**src/rtl/sbw_pkg.sv**
```systemverilog
package sbw_pkg;
    localparam int LANES  = 4;
    localparam int LANE_W = 9;
    localparam int DATA_W = LANES * LANE_W;
    localparam int ADDR_W = 6;

    typedef enum logic [1:0] {
        CYC_IDLE = 2'd0,
        CYC_RD   = 2'd1,
        CYC_WR   = 2'd2
    } cyc_e;

    typedef struct packed {
        cyc_e                kind;
        logic [ADDR_W-1:0]   addr;
        logic [LANES-1:0]    wmask;
        logic [DATA_W-1:0]   wdata;
    } req_t;

    function automatic cyc_e classify(input logic sel, input logic gw_n, input logic bw_n);
        if (!sel)
            return CYC_IDLE;
        if (gw_n && bw_n)
            return CYC_RD;
        return CYC_WR;
    endfunction

    function automatic logic [LANES-1:0] lane_mask(input logic gw_n, input logic bw_n,
                                                   input logic [LANES-1:0] en_n);
        if (!gw_n)
            return '1;
        if (!bw_n)
            return ~en_n;
        return '0;
    endfunction
endpackage

```
**src/rtl/sbw_decode.sv**
```systemverilog
module sbw_decode
    import sbw_pkg::*;
(
    input  logic              sel,
    input  logic [ADDR_W-1:0] addr,
    input  logic              gw_n,
    input  logic              bw_n,
    input  logic [LANES-1:0]  lane_en_n,
    input  logic [DATA_W-1:0] wr_data,
    output req_t              req
);
    always_comb begin
        req.kind  = classify(sel, gw_n, bw_n);
        req.addr  = addr;
        req.wdata = wr_data;
        req.wmask = (req.kind == CYC_WR) ? lane_mask(gw_n, bw_n, lane_en_n) : '0;
    end
endmodule

```
**src/rtl/sbw_lane_bank.sv**
```systemverilog
module sbw_lane_bank #(
    parameter int AW = 6,
    parameter int W  = 9
) (
    input  logic          clk,
    input  logic          we,
    input  logic [AW-1:0] waddr,
    input  logic [W-1:0]  wdata,
    input  logic [AW-1:0] raddr,
    output logic [W-1:0]  rdata
);
    localparam int DEPTH = 1 << AW;

    logic [W-1:0] cells [DEPTH];

    always_ff @(posedge clk) begin
        if (we)
            cells[waddr] <= wdata;
    end

    assign rdata = cells[raddr];
endmodule

```
**src/rtl/sbw_out_stage.sv**
```systemverilog
module sbw_out_stage
    import sbw_pkg::*;
(
    input  logic              clk,
    input  logic              rst,
    input  logic              mode_in,
    input  cyc_e              kind_q,
    input  logic [DATA_W-1:0] array_word,
    input  logic              oe_n,
    output logic [DATA_W-1:0] rd_data,
    output logic              rd_valid,
    output logic              drive_en,
    output logic              mode_q
);
    logic [DATA_W-1:0] hold_q;
    logic              hold_vld_q;
    logic              rd_now;

    assign rd_now = (kind_q == CYC_RD);

    always_ff @(posedge clk) begin
        if (rst) begin
            mode_q     <= mode_in;
            hold_q     <= '0;
            hold_vld_q <= 1'b0;
        end else begin
            hold_vld_q <= rd_now;
            if (rd_now)
                hold_q <= array_word;
        end
    end

    always_comb begin
        if (mode_q) begin
            rd_data  = hold_q;
            rd_valid = hold_vld_q;
        end else begin
            rd_data  = array_word;
            rd_valid = rd_now;
        end
        drive_en = rd_valid && rd_now && !oe_n;
    end
endmodule

```
**src/rtl/sbw_dp.sv**
```systemverilog
module sbw_dp
    import sbw_pkg::*;
(
    input  logic              clk,
    input  logic              rst,
    input  logic              mode_pipe,
    input  logic              sel,
    input  logic [ADDR_W-1:0] addr,
    input  logic              gw_n,
    input  logic              bw_n,
    input  logic [LANES-1:0]  lane_en_n,
    input  logic [DATA_W-1:0] wr_data,
    input  logic              oe_n,
    output logic [DATA_W-1:0] rd_data,
    output logic              rd_valid,
    output logic              drive_en
);
    req_t              req_d;
    cyc_e              kind_q;
    logic [ADDR_W-1:0] addr_q;
    logic [DATA_W-1:0] array_word;
    logic              mode_q;

    sbw_decode u_dec (
        .sel       (sel),
        .addr      (addr),
        .gw_n      (gw_n),
        .bw_n      (bw_n),
        .lane_en_n (lane_en_n),
        .wr_data   (wr_data),
        .req       (req_d)
    );

    always_ff @(posedge clk) begin
        if (rst) begin
            kind_q <= CYC_IDLE;
            addr_q <= '0;
        end else begin
            kind_q <= req_d.kind;
            addr_q <= req_d.addr;
        end
    end

    for (genvar g = 0; g < LANES; g++) begin : g_lane
        sbw_lane_bank #(.AW(ADDR_W), .W(LANE_W)) u_bank (
            .clk   (clk),
            .we    (!rst && req_d.wmask[g]),
            .waddr (req_d.addr),
            .wdata (req_d.wdata[g*LANE_W +: LANE_W]),
            .raddr (addr_q),
            .rdata (array_word[g*LANE_W +: LANE_W])
        );
    end

    sbw_out_stage u_out (
        .clk        (clk),
        .rst        (rst),
        .mode_in    (mode_pipe),
        .kind_q     (kind_q),
        .array_word (array_word),
        .oe_n       (oe_n),
        .rd_data    (rd_data),
        .rd_valid   (rd_valid),
        .drive_en   (drive_en),
        .mode_q     (mode_q)
    );
endmodule

```
**config.mk**
```make
export PLATFORM = sky130hd
export DESIGN_NAME = sbw_dp
export DESIGN_NICKNAME = d
export VERILOG_FILES = /design/src/rtl/sbw_pkg.sv /design/src/rtl/sbw_decode.sv /design/src/rtl/sbw_lane_bank.sv /design/src/rtl/sbw_out_stage.sv /design/src/rtl/sbw_dp.sv
export SDC_FILE = /design/constraint.sdc
export NUM_CORES = 2
export LEC_CHECK = 0
export BUFFER_PORTS_ARGS = -buffer_cell sky130_fd_sc_hd__buf_2
export CAP_MARGIN = 20
export CORE_MARGIN = 2
export CORE_UTILIZATION = 40
export DETAILED_ROUTE_END_ITERATION = 8
export MAX_ROUTING_LAYER = met4
export SYNTH_ARGS = -nofsm -noshare
export SYNTH_HDL_FRONTEND = slang
export SYNTH_HIERARCHICAL = 1
export SYNTH_SLANG_ARGS = --single-unit
```
**constraint.sdc**
```tcl
create_clock -name clk -period 4.5 [get_ports clk]
set_clock_uncertainty 0.2 [all_clocks]
set_input_delay 0.675 -clock clk [delete_from_list [all_inputs] [get_ports clk]]
set_output_delay 0.675 -clock clk [all_outputs]
set_load 0.02 [all_outputs]
```
Word-level counts from Yosys, hierarchy flattened:

Memories as Yosys holds them, arrays and structs flattened. A register that Yosys moved wholly into a read port is not among the register bits.
Cells that the tools add are included.

* bits in writable memories: 2304
* register bits after elaboration: 40
* logic and storage cells: 47
* output and inout port bits: 38
* memories kept: 4

* equality and inequality tests: 2
* reduce and logical (&&, ||, !) cells: 9
* bitwise gates (word level): 1
* multiplexer cells: 27

Memories
* g_lane[0].u_bank.cells: depth 64, bits a word 9, read ports 1, clocked after memory_dff 1, write ports 1, RTL line sbw_lane_bank.sv:14 `logic [W-1:0] cells [DEPTH];`
* g_lane[1].u_bank.cells: depth 64, bits a word 9, read ports 1, clocked after memory_dff 1, write ports 1, RTL line sbw_lane_bank.sv:14
* g_lane[2].u_bank.cells: depth 64, bits a word 9, read ports 1, clocked after memory_dff 1, write ports 1, RTL line sbw_lane_bank.sv:14
* g_lane[3].u_bank.cells: depth 64, bits a word 9, read ports 1, clocked after memory_dff 1, write ports 1, RTL line sbw_lane_bank.sv:14

Operator list (number)
* $mux 36: 1
* $mux 6: 4
* $mux 4: 5
* $mux 1: 13
* $mux 2: 4
* $logic_and 1x1->1: 7
* $not 4->4: 1
* $eq 2x1->1 const B: 1
* $eq 2x2->1 const B: 1
* $logic_not 1->1: 2

Longest topological paths before layout:

* word-level depth: 10
* depth in mapped cells: 11

Hierarchy:

The synthesis kept the hierarchy.

By module, submodules not included
* sbw_lane_bank: sequential area each 17296.6 µm², area an instance 22414.0 µm², times used 4, cells an instance 1011
* sbw_out_stage: sequential area each 770.7 µm², area an instance 2205.9 µm², times used 1, cells an instance 213
* sbw_decode: sequential area each 0.0 µm², area an instance 375.4 µm², times used 1, cells an instance 52
* sbw_dp: sequential area each 160.2 µm², area an instance 286.5 µm², times used 1, cells an instance 21

Least setup slack after synthesis:

OpenSTA, ideal clock, no wires.

* kind: reg-to-output
* start: register, netlist name addr_q[0]
* end: output rd_data[16]
* data required time: 3625 ps
* path slack: 1059 ps
* stages on the path, launching flop included: 10
* buffers on the path: 3
* arrival time: 2566 ps
* cell sequence: dfxtp_1 -> buf_6 -> buf_6 -> buf_4 -> mux4_2 -> nor3b_1 -> nor2_1 -> o2111ai_1 -> nand3_1 -> mux2_2

RTL lines
* end, declared: RTL line sbw_dp.sv:14 `output logic [DATA_W-1:0] rd_data,`

==> flow_metrics.py <==
metrics = {
    "synthesis": {
        "ys_ff_latch": 2350,
        "synth_top_flop_cell": "edfxtp_1",
        "synthArstFlopShare": 0,
        "yosys_warnings": 6,
        "syn_avg_cell_area_um2": 21.4,
        "synth_area_leader_cell": "edfxtp_1",
        "syn_inst": 4330,
        "seq_area_frac_synth": 0.758,
        "synth_edf_count": 2305,
        "synth_area_leaders": "edfxtp_1 (75%), mux4_2 (14%), nor2_1 (1.1%), dfxtp_1 (0.97%), mux2i_1 (0.95%)",
        "syn_area_mm2": 0.0925,
        "synth_top_area_share": 0.748,
        "yosysUniqueCellTypes": 49,
        "syn_nets": 4383,
    },
    "sta": {
        "finalCriticalPeriod_ns": 4.74,
        "hold_slack_ns": 0.0361,
        "relSlewSlack": 0.300,
        "period_share": 1.05,
        "slew_viol_final": 0,
        "rsz0062_at_grt": "yes",
        "worst_slack_ns": -0.244,
        "max_freq_mhz": 211,
        "finalHoldViolations": 0,
        "setup-violations-final": 36,
        "worst_pin_slew_ns": 1.05,
    },
    "drt": {
        "dr.pass1.iters": 7,
        "via_per_inst": 5.59,
        "drt_iter0_drc": 4947,
        "ant_nets": 0,
        "wirelength_mm": 227,
        "drc": 0,
        "wire_per_inst_um": 27.5,
        "vias": 46200,
    },
    "clock_network": {
        "cts_max_path_buffers": 3,
        "clkLatencyLatePin_ns": 0.90,
        "cts_sinks": 2350,
        "clk_pin_slew_worst_paths_ns": 0.06,
        "cts_root_buf": "clkbuf_16",
        "cts_tree": "done",
        "numCtsBuffers": 234,
        "htree_num_levels": 4,
    },
    "job": {
        "maxCapViolations": 0,
    },
    "critical_path": {
        "critPathRequiredTime_ns": 3.62,
        "critPathArrivalTime_ns": 3.87,
        "critPathLaunchType": "flip-flop",
        "crit_type": "flip-flop to output pin",
        "cp-end-kind": "output pin",
        "critPathMaxFanout": 7,
    },
    "placed_design": {
        "placed_cells": 7626,
        "dpl.hpwl_mm": 138,
        "routabilityCongestion": 0.829,
        "port-buffer-count": 90,
    },
    "layout": {
        "layout.cells.most_common": "edfxtp_1",
        "final_cell_mix": "edfxtp_1 (2,305), mux4_2 (584), buf_4 (489)",
        "area_growth_pct": 19.9,
        "fillers": 18600,
        "fin_nets": 5080,
        "drive_above_1_share": 0.362,
        "stdcell_count": 8266,
    },
    "power_and_ir_drop": {
        "vdd_drop_max_mv": 0.355,
        "p_per_area_mw_per_mm2": 417,
        "p_leak_uw": 0.0351,
    },
    "global_routing": {
        "antenna_found_initial": 16,
        "grt_max_degree": 65,
        "grtUsageTotal": 0.195,
        "grt_pass1_wl_mm": 328,
        "grt_pass1_vias": 46400,
        "grt_overflow": 0,
    },
    "floorplanning": {
        "dieHeight_um": 485,
        "rows": 176,
        "start_util": 0.402,
        "dieArea_mm2": 0.235,
        "core_mm2": 0.230,
        "ioPinCount": 91,
        "die_x_um": 485,
    },
    "status": {
        "violations": "setup timing",
        "status": "finished with violations",
    },
    "worst_hold_path": {
        "hold_class": "input pin to flip-flop",
    },
}
## flip-flops by register name, indices dropped and copies added, names as in the netlist
register	count
addr_q	6
g_lane.u_bank/cells	2304
kind_q	2
u_out/hold_vld_q	1
u_out/hold_q	36
u_out/mode_q	1
## timing repair
action	in CTS	in global routing
hold buffers	7	5
setup endpoints to repair	36	36
pin swaps	46	75
cloned	14	10
buffers inserted	80	67
endpoints found under the hold margin	27	51
gates resized for setup	294	163
## power by group
group	switching, uW	internal, uW
sequential	47.8	24100
combinational	1730	1300
clock	8300	10800
## routing by layer
metal / global-route usage / vias up / wire, um
met2: 0.315 / 1584 / 114000
met5: - / - / 0
met4: 0.0529 / 0 / 5790
met3: 0.0262 / 345 / 12800
met1: 0.262 / 24800 / 94500
li1: - / 19500 / -
## critical path, stage by stage (launching register included)
cell       delay (ns)
dfxtp_4          0.39
buf_12           0.15
buf_16           0.18
buf_12           0.16
buf_16           0.14
buf_8            0.13
mux4_2           0.52
o22ai_2          0.24
a2111oi_2        0.10
buf_4            0.18
a221o_1          0.31
mux2_2           0.29
buf_2            0.16
## cell type report
class	instances	area (um2)	share of cell area
multi-input cells	1693	21900	0.197
flip-flops and latches	2350	70100	0.632
well taps	3026	3790	0.0341
clock buffers	275	6010	0.0542
repair buffers	744	7510	0.0677
clock inverters	159	1570	0.0142
diodes	15	37.5	0.000338
inverters	4	15.0	0.000135
## cells in the mapped netlist, types with 7 or more instances
library cell	n
o21ai_0	19
a21oi_1	20
o21ai_1	42
buf_6	24
a22oi_1	68
mux2i_1	88
dfxtp_1	45
and2_1	20
edfxtp_1	2305
o2111ai_1	8
o211ai_1	20
nand4_1	8
a211oi_1	12
o22ai_1	32
nor2b_2	8
buf_4	82
mux2_4	7
buf_2	61
nand3b_1	12
nor2b_1	58
mux4_2	572
nand2_1	97
o21bai_1	12
buf_12	8
nor2_1	281
nor3_1	8
a2111oi_0	24
o221ai_1	20
clkbuf_1	100
nand4bb_1	36
mux2_2	45
mux4_1	32
nand3_1	48
nand2b_1	60
a221o_1	12
## metrics by stage
stage	util	area [um2]	TNS [ns]	power, uW	worst slack, ns
floorplan	-	92500	0	26100	1.06
global placement	0.430	98900	-0.353	27100	-0.353
detailed placement	0.431	99000	0	27100	0.0692
CTS	0.474	109000	-8.52	46500	-0.317
global route	0.483	111000	-8.09	47700	-0.321
finish	0.483	111000	-4.61	46300	-0.244
## worst paths after layout
path	from	end	slack [ns]	cells after the start
worst max-delay path	addr_q[0]$_SDFF_PP0_	rd_data[2]	-0.24	12
worst min register to register	u_out/hold_q[18]$_SDFFE_PP0N_	u_out/hold_q[18]$_SDFFE_PP0N_	0.26	2
worst min-delay path	wr_data[28]	g_lane[3].u_bank/cells[7][1]$_DFFE_PP_	0.04	1
worst max register to register	addr_q[0]$_SDFF_PP0_	u_out/hold_q[32]$_SDFFE_PP0N_	1.39	11
## kinds of logic after synthesis
| logic type | synth area share |
|---|---|
| muxes | 0.164 |
| buffers and inverters | 0.0193 |
| and+or+nand+nor | 0.0365 |
| AOI/OAI and AO/OA | 0.0219 |
| DFF | 0.758 |
(Power assumes the default switching activity.)
